`config.mk`:
```
export PLATFORM = sky130hd
export DESIGN_NAME = qdec_wrap
export DESIGN_NICKNAME = d
export VERILOG_FILES = /design/src/rtl/qdec_pkg.sv /design/src/rtl/qdec_in_cond.sv /design/src/rtl/qdec_step_dec.sv /design/src/rtl/qdec_wrap_cnt.sv /design/src/rtl/qdec_wrap.sv
export SDC_FILE = /design/constraint.sdc
export NUM_CORES = 1
export LEC_CHECK = 0
export ABC_AREA = 1
export BUFFER_PORTS_ARGS = -buffer_cell sky130_fd_sc_hd__buf_2
export CORE_MARGIN = 2
export CORE_UTILIZATION = 50
export DETAILED_ROUTE_END_ITERATION = 16
export PLACE_DENSITY = 0.73
export SLEW_MARGIN = 40
export SYNTH_ARGS = -nofsm -noshare
export SYNTH_HDL_FRONTEND = slang
export SYNTH_SLANG_ARGS = --single-unit
export TNS_END_PERCENT = 10
```
`constraint.sdc`:
```
create_clock -name clk_i -period 3.5 [get_ports clk_i]
set_input_delay 0.7 -clock clk_i [delete_from_list [all_inputs] [get_ports clk_i]]
set_output_delay 0.7 -clock clk_i [all_outputs]
set_load 0.005 [all_outputs]
```
`src/rtl/qdec_pkg.sv`:
```
package qdec_pkg;
  typedef enum logic [1:0] {
    STEP_NONE = 2'b00,
    STEP_UP   = 2'b01,
    STEP_DN   = 2'b10
  } step_e;
endpackage

```
`src/rtl/qdec_in_cond.sv`:
```
module qdec_in_cond #(
  parameter int unsigned SYNC_STAGES = 2,
  parameter int unsigned FLT_W       = 4
) (
  input  logic             clk_i,
  input  logic             rst_ni,
  input  logic             pin_i,
  input  logic             inv_i,
  input  logic             flt_en_i,
  input  logic [FLT_W-1:0] flt_val_i,
  output logic             sig_o
);
  logic [SYNC_STAGES-1:0] sync_q;
  logic                   samp;
  logic [FLT_W-1:0]       run_q;
  logic [FLT_W:0]         run_nxt;
  logic                   sig_q;
  logic                   bypass;

  always_ff @(posedge clk_i or negedge rst_ni) begin
    if (!rst_ni) sync_q <= '0;
    else         sync_q <= {sync_q[SYNC_STAGES-2:0], pin_i ^ inv_i};
  end

  assign samp    = sync_q[SYNC_STAGES-1];
  assign bypass  = !flt_en_i || (flt_val_i == '0);
  assign run_nxt = {1'b0, run_q} + 1'b1;

  // accept a new level only after it has held for flt_val_i consecutive cycles
  always_ff @(posedge clk_i or negedge rst_ni) begin
    if (!rst_ni) begin
      sig_q <= 1'b0;
      run_q <= '0;
    end else if (bypass) begin
      sig_q <= samp;
      run_q <= '0;
    end else if (samp == sig_q) begin
      run_q <= '0;
    end else if (run_nxt >= {1'b0, flt_val_i}) begin
      sig_q <= samp;
      run_q <= '0;
    end else begin
      run_q <= run_nxt[FLT_W-1:0];
    end
  end

  assign sig_o = sig_q;


  flt_bypass_chk: assert property (@(posedge clk_i) disable iff (!rst_ni)
    bypass |=> sig_o == $past(samp));


  flt_hold_chk: assert property (@(posedge clk_i) disable iff (!rst_ni)
    (!bypass && samp == sig_o) |=> $stable(sig_o));
endmodule

```
`src/rtl/qdec_step_dec.sv`:
```
module qdec_step_dec
  import qdec_pkg::*;
(
  input  logic  clk_i,
  input  logic  rst_ni,
  input  logic  mode_cnt_dir_i,
  input  logic  a_i,
  input  logic  b_i,
  output step_e step_o
);
  logic prev_a_q, prev_b_q;

  always_ff @(posedge clk_i or negedge rst_ni) begin
    if (!rst_ni) begin
      prev_a_q <= 1'b0;
      prev_b_q <= 1'b0;
    end else begin
      prev_a_q <= a_i;
      prev_b_q <= b_i;
    end
  end

  always_comb begin
    step_o = STEP_NONE;
    if (mode_cnt_dir_i) begin
      if (a_i && !prev_a_q) step_o = b_i ? STEP_UP : STEP_DN;
    end else begin
      case ({prev_a_q, prev_b_q, a_i, b_i})
        4'b0010, 4'b1011, 4'b1101, 4'b0100: step_o = STEP_UP;
        4'b0001, 4'b0111, 4'b1110, 4'b1000: step_o = STEP_DN;
        default:                            step_o = STEP_NONE;
      endcase
    end
  end


  dbl_flip_chk: assert property (@(posedge clk_i) disable iff (!rst_ni)
    (!mode_cnt_dir_i && a_i != prev_a_q && b_i != prev_b_q) |-> step_o == STEP_NONE);


  a_fall_chk: assert property (@(posedge clk_i) disable iff (!rst_ni)
    (mode_cnt_dir_i && !a_i) |-> step_o == STEP_NONE);
endmodule

```
`src/rtl/qdec_wrap_cnt.sv`:
```
module qdec_wrap_cnt
  import qdec_pkg::*;
#(
  parameter int unsigned CNT_W = 16
) (
  input  logic             clk_i,
  input  logic             rst_ni,
  input  step_e            step_i,
  input  logic             clear_i,
  input  logic             ovf_clr_i,
  input  logic [CNT_W-1:0] low_i,
  input  logic [CNT_W-1:0] high_i,
  output logic [CNT_W-1:0] count_o,
  output logic             dir_up_o,
  output logic             ovf_o,
  output logic             ovf_top_o
);
  logic [CNT_W-1:0] cnt_q;
  logic             dir_q, ovf_q, top_q;
  logic             at_high, at_low;

  assign at_high = (cnt_q == high_i);
  assign at_low  = (cnt_q == low_i);

  always_ff @(posedge clk_i or negedge rst_ni) begin
    if (!rst_ni) begin
      cnt_q <= '0;
      dir_q <= 1'b1;
      ovf_q <= 1'b0;
      top_q <= 1'b0;
    end else begin
      if (ovf_clr_i) ovf_q <= 1'b0;
      if (clear_i) begin
        cnt_q <= low_i;
      end else if (step_i == STEP_UP) begin
        dir_q <= 1'b1;
        if (at_high) begin
          cnt_q <= low_i;
          ovf_q <= 1'b1;
          top_q <= 1'b1;
        end else begin
          cnt_q <= cnt_q + 1'b1;
        end
      end else if (step_i == STEP_DN) begin
        dir_q <= 1'b0;
        if (at_low) begin
          cnt_q <= high_i;
          ovf_q <= 1'b1;
          top_q <= 1'b0;
        end else begin
          cnt_q <= cnt_q - 1'b1;
        end
      end
    end
  end

  assign count_o   = cnt_q;
  assign dir_up_o  = dir_q;
  assign ovf_o     = ovf_q;
  assign ovf_top_o = top_q;


  wrap_top_chk: assert property (@(posedge clk_i) disable iff (!rst_ni)
    (!clear_i && step_i == STEP_UP && at_high) |=> (count_o == $past(low_i) && ovf_o && ovf_top_o));


  wrap_bot_chk: assert property (@(posedge clk_i) disable iff (!rst_ni)
    (!clear_i && step_i == STEP_DN && at_low) |=> (count_o == $past(high_i) && ovf_o && !ovf_top_o));


  clear_load_chk: assert property (@(posedge clk_i) disable iff (!rst_ni)
    clear_i |=> count_o == $past(low_i));


  idle_hold_chk: assert property (@(posedge clk_i) disable iff (!rst_ni)
    (!clear_i && step_i == STEP_NONE) |=> ($stable(count_o) && $stable(dir_up_o)));


  ovf_sticky_chk: assert property (@(posedge clk_i) disable iff (!rst_ni)
    (ovf_o && !ovf_clr_i) |=> ovf_o);
endmodule

```
`src/rtl/qdec_wrap.sv`:
```
module qdec_wrap
  import qdec_pkg::*;
#(
  parameter int unsigned CNT_W = 16,
  parameter int unsigned FLT_W = 4
) (
  input  logic             clk_i,
  input  logic             rst_ni,
  input  logic             phase_a_i,
  input  logic             phase_b_i,
  input  logic             mode_cnt_dir_i,
  input  logic             inv_a_i,
  input  logic             inv_b_i,
  input  logic             flt_en_a_i,
  input  logic             flt_en_b_i,
  input  logic [FLT_W-1:0] flt_val_a_i,
  input  logic [FLT_W-1:0] flt_val_b_i,
  input  logic [CNT_W-1:0] low_lim_i,
  input  logic [CNT_W-1:0] high_lim_i,
  input  logic             clear_i,
  input  logic             ovf_clr_i,
  output logic [CNT_W-1:0] count_o,
  output logic             dir_up_o,
  output logic             ovf_o,
  output logic             ovf_top_o
);
  localparam int unsigned N_PH = 2;

  logic             pin   [N_PH];
  logic             inv   [N_PH];
  logic             fen   [N_PH];
  logic [FLT_W-1:0] fval  [N_PH];
  logic             sig   [N_PH];
  step_e            step;

  assign pin[0]  = phase_a_i;   assign pin[1]  = phase_b_i;
  assign inv[0]  = inv_a_i;     assign inv[1]  = inv_b_i;
  assign fen[0]  = flt_en_a_i;  assign fen[1]  = flt_en_b_i;
  assign fval[0] = flt_val_a_i; assign fval[1] = flt_val_b_i;

  for (genvar g = 0; g < N_PH; g++) begin : g_ph
    qdec_in_cond #(.SYNC_STAGES(2), .FLT_W(FLT_W)) i_cond (
      .clk_i    (clk_i),
      .rst_ni   (rst_ni),
      .pin_i    (pin[g]),
      .inv_i    (inv[g]),
      .flt_en_i (fen[g]),
      .flt_val_i(fval[g]),
      .sig_o    (sig[g])
    );
  end

  qdec_step_dec i_dec (
    .clk_i         (clk_i),
    .rst_ni        (rst_ni),
    .mode_cnt_dir_i(mode_cnt_dir_i),
    .a_i           (sig[0]),
    .b_i           (sig[1]),
    .step_o        (step)
  );

  qdec_wrap_cnt #(.CNT_W(CNT_W)) i_cnt (
    .clk_i    (clk_i),
    .rst_ni   (rst_ni),
    .step_i   (step),
    .clear_i  (clear_i),
    .ovf_clr_i(ovf_clr_i),
    .low_i    (low_lim_i),
    .high_i   (high_lim_i),
    .count_o  (count_o),
    .dir_up_o (dir_up_o),
    .ovf_o    (ovf_o),
    .ovf_top_o(ovf_top_o)
  );
endmodule

```
==> results of run 1 <==
-- registers in the layout (all words and copies together) (netlist names) --
register / flops
g_ph.i_cond.sync_q: 4
i_dec.prev_b_q: 1
i_cnt.ovf_top_o: 1
g_ph.i_cond.sig_o: 2
i_cnt.count_o: 16
i_dec.prev_a_q: 1
i_cnt.ovf_o: 1
i_cnt.dir_up_o: 1
g_ph.i_cond.run_q: 8
-- stage by stage --
step	instance area, sq um	hold slack [ns]	instances	worst slack, ns
final	4247	0.3015	794	0.7401
after floorplan	3796	0.3312	635	1.298
after global routing	4247	0.3179	794	0.4795
after detailed placement	4161	0.3451	786	0.5121
after CTS	4247	0.3070	794	0.7736
after global placement	4134	0.3363	785	0.5992
-- per-layer routing --
layer | global-route usage | share of wire
met1 | 0.3503 | 0.45
met2 | 0.4414 | 0.46
met3 | 0.03651 | 0.070
met4 | 0.1098 | 0.022
met5 | 0 | 0
-- cell usage after synthesis --
cell	count
nor3b_1	2
o211ai_1	2
o21ai_1	1
nand3_1	74
nor2_1	64
nor3_1	3
buf_6	4
buf_4	11
nor2_4	3
o21ai_0	10
buf_2	3
nand2_2	3
dfstp_2	1
a21oi_1	9
nor2_2	3
nor3_2	2
inv_2	13
a32oi_1	1
clkbuf_1	3
a211oi_1	1
nand4_1	15
o41ai_1	2
nand3_2	7
nand2_1	227
xor2_1	20
dfrtp_1	34
nand2_4	2
o21bai_1	1
inv_1	83
nor2_8	1
o22ai_1	9
xnor2_1	5
clkinv_1	2
ha_1	14
-- cell usage in the layout, fill, tap and decap left out, drive strengths merged --
| master | n |
|---|---|
| a211oi | 1 |
| xor2 | 20 |
| clkbuf | 6 |
| nor3 | 5 |
| dfrtp | 34 |
| o211ai | 2 |
| a21oi | 9 |
| o21ai | 11 |
| clkinvlp | 1 |
| nor2 | 71 |
| xnor2 | 5 |
| dfstp | 1 |
| nor3b | 2 |
| o21bai | 1 |
| nand4 | 15 |
| a32oi | 1 |
| ha | 14 |
| o22ai | 9 |
| clkinv | 3 |
| o41ai | 2 |
| nand3 | 81 |
| nand2 | 232 |
| buf | 73 |
| inv | 96 |
-- report_power, final --
group	internal, mW	total, mW	switching (mW)
Sequential	0.498	0.699	0.202
Combinational	0.448	1.17	0.723
Clock	0.139	0.313	0.174
Total	1.09	2.18	1.10
-- kinds of logic (layout without fill, tap and decap cells) --
group / after synthesis / after routing
flops: 35 / 35
xor+xnor: 25 / 25
fa+ha+maj: 14 / 14
compound gates: 36 / 36
buf+inv: 119 / 179
simple gates: 406 / 406
-- worst reg2reg max path: cells and delay by family, from the launching register on --
kind	cells	cell delay (ns)
compound gates	2	0.40
xor+xnor	1	0.21
fa+ha+maj	1	0.39
buf+inv	2	0.56
flops	1	0.45
simple gates	4	0.67
-- path summary, 6_finish.rpt --
kind	endpoint	cells after the start	slack, ns	start
worst min register to register	g_ph[1].i_cond.sync_q[1]	0	0.36	g_ph[1].i_cond.sync_q[0]
min in group clk_i	g_ph[1].i_cond.sync_q[1]	0	0.36	g_ph[1].i_cond.sync_q[0]
worst max-delay path	i_cnt.count_o[13]	10	0.74	g_ph[0].i_cond.sig_o
worst max register to register	i_cnt.count_o[13]	10	0.74	g_ph[0].i_cond.sig_o
max in group asynchronous	i_cnt.dir_up_o	2	2.65	rst_ni
worst min-delay path	i_cnt.count_o[8]	1	0.30	rst_ni
-- cell type report --
type                            instances  area (sq um)
Tap cell                               99         123.9
Inverter                               98         367.9
Clock inverter                          2         12.51
Multi-Input combinational cell        481          2397
Sequential cell                        35         877.1
Clock buffer                            6         72.57
Fill cell                             726          3045
Timing Repair Buffer                   73         395.4
==> impl_metrics.json, run 1 <==
{
  "outcome": "complete, no violations",
  "syn_nets": 700,
  "syn_area_per_cell_sq_um": 5.978,
  "dp_hpwl_um": 8082,
  "clk_latency_ns": 0.31,
  "cts.sinks": 35,
  "ys_types": 34,
  "cp_max_fo": 12,
  "cts.clk_slew.worst_paths_ns": 0.09,
  "synth_fa_ha_area_frac": 0.04614,
  "p_leak_nw": 2.486,
  "clk_path_buf_depth": 2,
  "cpPeakStageDelay_ns": 0.48,
  "synth_xor_area_frac": 0.05768,
  "tns_ns": 0,
  "grt_max_degree": 24,
  "synth_top_family_by_area": "simple AND/OR/NAND/NOR gates",
  "vdd_drop_max_v": 0.0002103,
  "cts_resized": 0,
  "slowest_stage": "inv_1",
  "viasPerCell": 5.281,
  "cpMostUsedCell": "nand2_1",
  "synth_area_sq_um": 3796,
  "htree_levels": 2,
  "drt-initial-drc-count": 239,
  "layout-drive-gt1-share": 0.1655,
  "worst-slew-pin-transition_ns": 0.6504,
  "crit_path_end_kind": "flip-flop",
  "wl_per_cell_um": 13.67,
  "grt_pass1_wl_um": 18050,
  "gp_congestion": 0.9474,
  "core-area_sq_um": 7292,
  "nets": 759,
  "worst_ep_required_time_ns": 3.71,
  "ioPinCount": 70,
  "grt_usage": 0.2668,
  "hp-class": "input port to asynchronous set/reset pin",
  "fin_crit_ns": 2.760,
  "drc": 0,
  "fin_util": 0.5824,
  "yosys-top-cells-area": "nand2_1, dfrtp_1, nand3_1",
  "postCtsSetupBuffers": 0,
  "synth_seq_area_share": 0.2310,
  "cp_top_family": "simple AND/OR/NAND/NOR gates",
  "cts-root-buf": "clkbuf_8",
  "drtPass1Iterations": 6,
  "die_h_um": 91.14,
  "slew_headroom": 0.5648,
  "drt_wl_total_um": 10850,
  "cts_tree": "yes",
  "crit_chain": "xor2_1 -> a211oi_1 -> inv_1 -> ha_1 -> nor2_1 -> nand2_1 -> inv_1 -> a21oi_1 -> nand2_1 -> nand2_1",
  "io_buffers": 69,
  "vias": 4193,
  "synth-seq-cells": 35,
  "syn_to_final_growth_pct": 11.87,
  "start_kind": "flip-flop",
  "grt-ovfl-total": 0,
  "power_density_nw_per_um2": 514.2,
  "synthMuxAreaShare": 0,
  "power_mw": 2.184,
  "synth_simple_gate_area_frac": 0.4717,
  "critical_path_class": "flip-flop to flip-flop",
  "ant_nets": 0,
  "die_w_um": 91.14,
  "synth_compound_area_frac": 0.05603,
  "syn_inst": 635,
  "cts_hold_buf": 0,
  "max_freq_mhz": 362.3,
  "finClkSkew_ns": 0.02294,
  "drv_cap": 0,
  "antenna_cells": 0,
  "start_util": 0.5206,
  "cp_num_buf_inv": 2,
  "grt_pass1_vias": 3899,
  "setup_viol": 0,
  "synth_top_area_frac": 0.2245,
  "fin_crit_sh": 0.7885,
  "synth_largest_area_cell": "nand2_1",
  "die-area_sq_um": 8306,
  "numCtsBuffers": 5,
  "antenna_found_initial": 0,
  "ys.warnings.count": 0,
  "finalMaxSlewViolations": 0,
  "arrival_ns": 2.97,
  "rsz0062_at_grt": "false",
  "hold_viol": 0,
  "fp-row-count": 31
}
(Power assumes the default switching activity.)
==> run 2: changes to the inputs <==
--- a/config.mk
+++ b/config.mk
@@ -5,12 +5,12 @@
 export SDC_FILE = /design/constraint.sdc
 export NUM_CORES = 1
 export LEC_CHECK = 0
-export ABC_AREA = 1
+export ABC_AREA = 0
 export BUFFER_PORTS_ARGS = -buffer_cell sky130_fd_sc_hd__buf_2
 export CORE_MARGIN = 2
 export CORE_UTILIZATION = 50
 export DETAILED_ROUTE_END_ITERATION = 16
-export PLACE_DENSITY = 0.73
+export PLACE_DENSITY = 0.74
 export SLEW_MARGIN = 40
 export SYNTH_ARGS = -nofsm -noshare
 export SYNTH_HDL_FRONTEND = slang
==> constraint.sdc (replaced) <==
create_clock -name clk_i -period 2.7 [get_ports clk_i]
set_input_delay 0.54 -clock clk_i [delete_from_list [all_inputs] [get_ports clk_i]]
set_output_delay 0.54 -clock clk_i [all_outputs]
set_load 0.005 [all_outputs]
==> impl_metrics.json, run 2 <==
{
  "synth_simple_gate_area_frac": 0.2249,
  "grt_pass1_wl_um": 13510,
  "nets": 500,
  "viasPerCell": 5.775,
  "htree_levels": 2,
  "ioPinCount": 70,
  "drt_wl_total_um": 8615,
  "syn_area_per_cell_sq_um": 8.618,
  "fin_crit_ns": 2.586,
  "slew_headroom": 0.5768,
  "cp_top_family": "simple AND/OR/NAND/NOR gates",
  "cp_max_fo": 12,
  "crit_path_end_kind": "flip-flop",
  "worst_ep_required_time_ns": 2.92,
  "p_sw_frac": 0.4347,
  "synth_largest_area_cell": "dfrtp_1",
  "finalMaxSlewViolations": 0,
  "die_h_um": 83.43,
  "cts_resized": 0,
  "grt_max_degree": 36,
  "synthMuxAreaShare": 0.04958,
  "clk_latency_ns": 0.30,
  "cts-root-buf": "clkbuf_8",
  "layout-drive-gt1-share": 0.2683,
  "tns_ns": 0,
  "p_leak_nw": 1.851,
  "synth_top_family_by_area": "simple AND/OR/NAND/NOR gates",
  "fill_cells": 533,
  "synth_compound_area_frac": 0.1472,
  "gp_congestion": 1.020,
  "yosysMostFrequentCell": "xor2_1",
  "grt-ovfl-total": 0,
  "drt-initial-drc-count": 197,
  "yosys-top-cells-area": "dfrtp_1, xor2_1, ha_1",
  "wl_per_cell_um": 16.86,
  "hold_viol": 0,
  "hp-class": "input port to asynchronous set/reset pin",
  "dp_hpwl_um": 6715,
  "reg2reg_slack_ns": 0.11,
  "cts.sinks": 35,
  "rsz0062_at_grt": "false",
  "arrival_ns": 2.81,
  "cpMostUsedCell": "inv_1",
  "outcome": "complete, no violations",
  "power_density_nw_per_um2": 747.7,
  "r2r_start": "g_ph[1].i_cond.sig_o",
  "ys.flop_type": "dfrtp_1",
  "crit_chain": "xor2_1 -> nor3_1 -> a21oi_1 -> inv_1 -> ha_1 -> inv_1 -> nor2_1 -> buf_4 -> a221oi_1 -> o21ai_1",
  "antenna_found_initial": 0,
  "cts_hold_buf": 0,
  "crit_cells": 10,
  "drtPass1Iterations": 5,
  "ys_types": 59,
  "intPower_mw": 1.570,
  "die-area_sq_um": 6960,
  "synth_seq_area_share": 0.2781,
  "synth_area_sq_um": 3154,
  "cp_num_buf_inv": 3,
  "ys_async_sr_fraction": 1.000,
  "antenna_cells": 0,
  "cts.clk_slew.worst_paths_ns": 0.09,
  "synth_fa_ha_area_frac": 0.05553,
  "synth_commonest_cells": "xor2_1, nand2_1, dfrtp_1",
  "fin_ws_ns": 0.1145,
  "vias": 2951,
  "switching_power_mw": 1.207,
  "fin_util": 0.6165,
  "dp_slack_ns": 0.1800,
  "vdd_drop_max_v": 0.0004333,
  "ant_nets": 0,
  "seq_power_share": 0.301,
  "cpPeakStageDelay_ns": 0.45,
  "combPwrFrac": 0.518,
  "syn_nets": 431,
  "clk_path_buf_depth": 2,
  "synth_xor_area_frac": 0.1777,
  "max_freq_mhz": 386.8,
  "syn_inst": 366,
  "cts_tree": "yes",
  "numCtsBuffers": 5,
  "worst-slew-pin-transition_ns": 0.6348,
  "finClkSkew_ns": 0.01148,
  "hold_ws_ns": 0.1910,
  "setup_viol": 0,
  "die_w_um": 83.43,
  "layout_commonest_cell": "buf_2",
  "largest_reg_flops": 16,
  "start_util": 0.5235,
  "io_buffers": 69,
  "mostFrequentLayoutCells": "buf_2, xor2_1, nand2_1",
  "grt_usage": 0.2411,
  "postCtsSetupBuffers": 0,
  "fp-row-count": 28,
  "synth-seq-cells": 35,
  "drv_cap": 0,
  "synth_top_area_frac": 0.2697,
  "ys.warnings.count": 0,
  "core-area_sq_um": 6026,
  "synth-edff-count": 0,
  "syn_to_final_growth_pct": 17.77,
  "start_kind": "flip-flop",
  "grt_pass1_vias": 2637,
  "p_clk_frac": 0.181,
  "slowest_stage": "dfrtp_1",
  "critical_path_class": "flip-flop to flip-flop",
  "r2r_end": "i_cnt.count_o[0]",
  "drc": 0,
  "fin_crit_sh": 0.9576,
  "reg2reg_depth": 10
}
-- run 2: cell types whose count changed after synthesis, moves of 9 or more --
cell	previous run	this run
nand4_1	15	4
nand2_1	227	36
inv_1	83	17
buf_4	11	1
xnor2_1	5	16
inv_2	13	0
xor2_1	20	48
nor2_1	64	26
nand3_1	74	10
nor3_1	3	12
mux2i_1	0	10
-- run 2: worst max path at each step --
stage	start	to	slack, ns
3_3_place_gp	mode_cnt_dir_i	i_cnt.count_o[0]	0.24
4_1_cts	g_ph[1].i_cond.sig_o	i_cnt.count_o[0]	0.18
3_5_place_dp	mode_cnt_dir_i	i_cnt.count_o[0]	0.18
5_1_grt	g_ph[1].i_cond.sig_o	i_cnt.count_o[0]	0.01
2_1_floorplan	g_ph[1].i_cond.sig_o	i_cnt.count_o[9]	0.24
6_report	g_ph[1].i_cond.sig_o	i_cnt.count_o[0]	0.11
-- run 2: logic make-up (layout without fill, tap and decap cells) --
family	Yosys count	count (layout)
mux	15	15
flops	35	35
buf+inv	44	114
simple gates	129	129
compound gates	65	65
xor+xnor	64	64
fa+ha+maj	14	14
-- run 2: power groups by stage --
stage,clock (mW),combinational [mW],sequential (mW)
after floorplan,0,1.09,0.732
after global placement,0,1.40,0.841
after detailed placement,0,1.42,0.844
after CTS,0.509,1.43,0.834
after global routing,0.532,1.58,0.859
final,0.503,1.44,0.836
-- run 2: layer usage --
metal  vias up  part of all wire  GRT usage  wire length [um]
li1       1435                 -          -                 -
met1      1364              0.45     0.3460              3868
met2       129              0.45     0.3732              3906
met3        23             0.075    0.03877               648
met4         0             0.022    0.07478               192
met5         -                 0          0                 0
-- run 2: layout make-up --
type | instances | area [sq um] | share of cell area
multi-input cells | 287 | 2066 | 0.5561
flip-flops and latches | 35 | 877.1 | 0.2361
repair buffers | 89 | 498.0 | 0.1341
well taps | 75 | 93.84 | 0.02526
clock buffers | 5 | 68.82 | 0.01852
inverters | 17 | 63.81 | 0.01718
clock inverters | 3 | 47.55 | 0.01280
-- run 2: stage by stage --
stage	area, sq um	cells	power, mW
floorplan	3154	366	1.822
global placement	3596	503	2.245
detailed placement	3596	503	2.263
CTS	3712	511	2.773
global route	3715	511	2.970
finish	3715	511	2.778
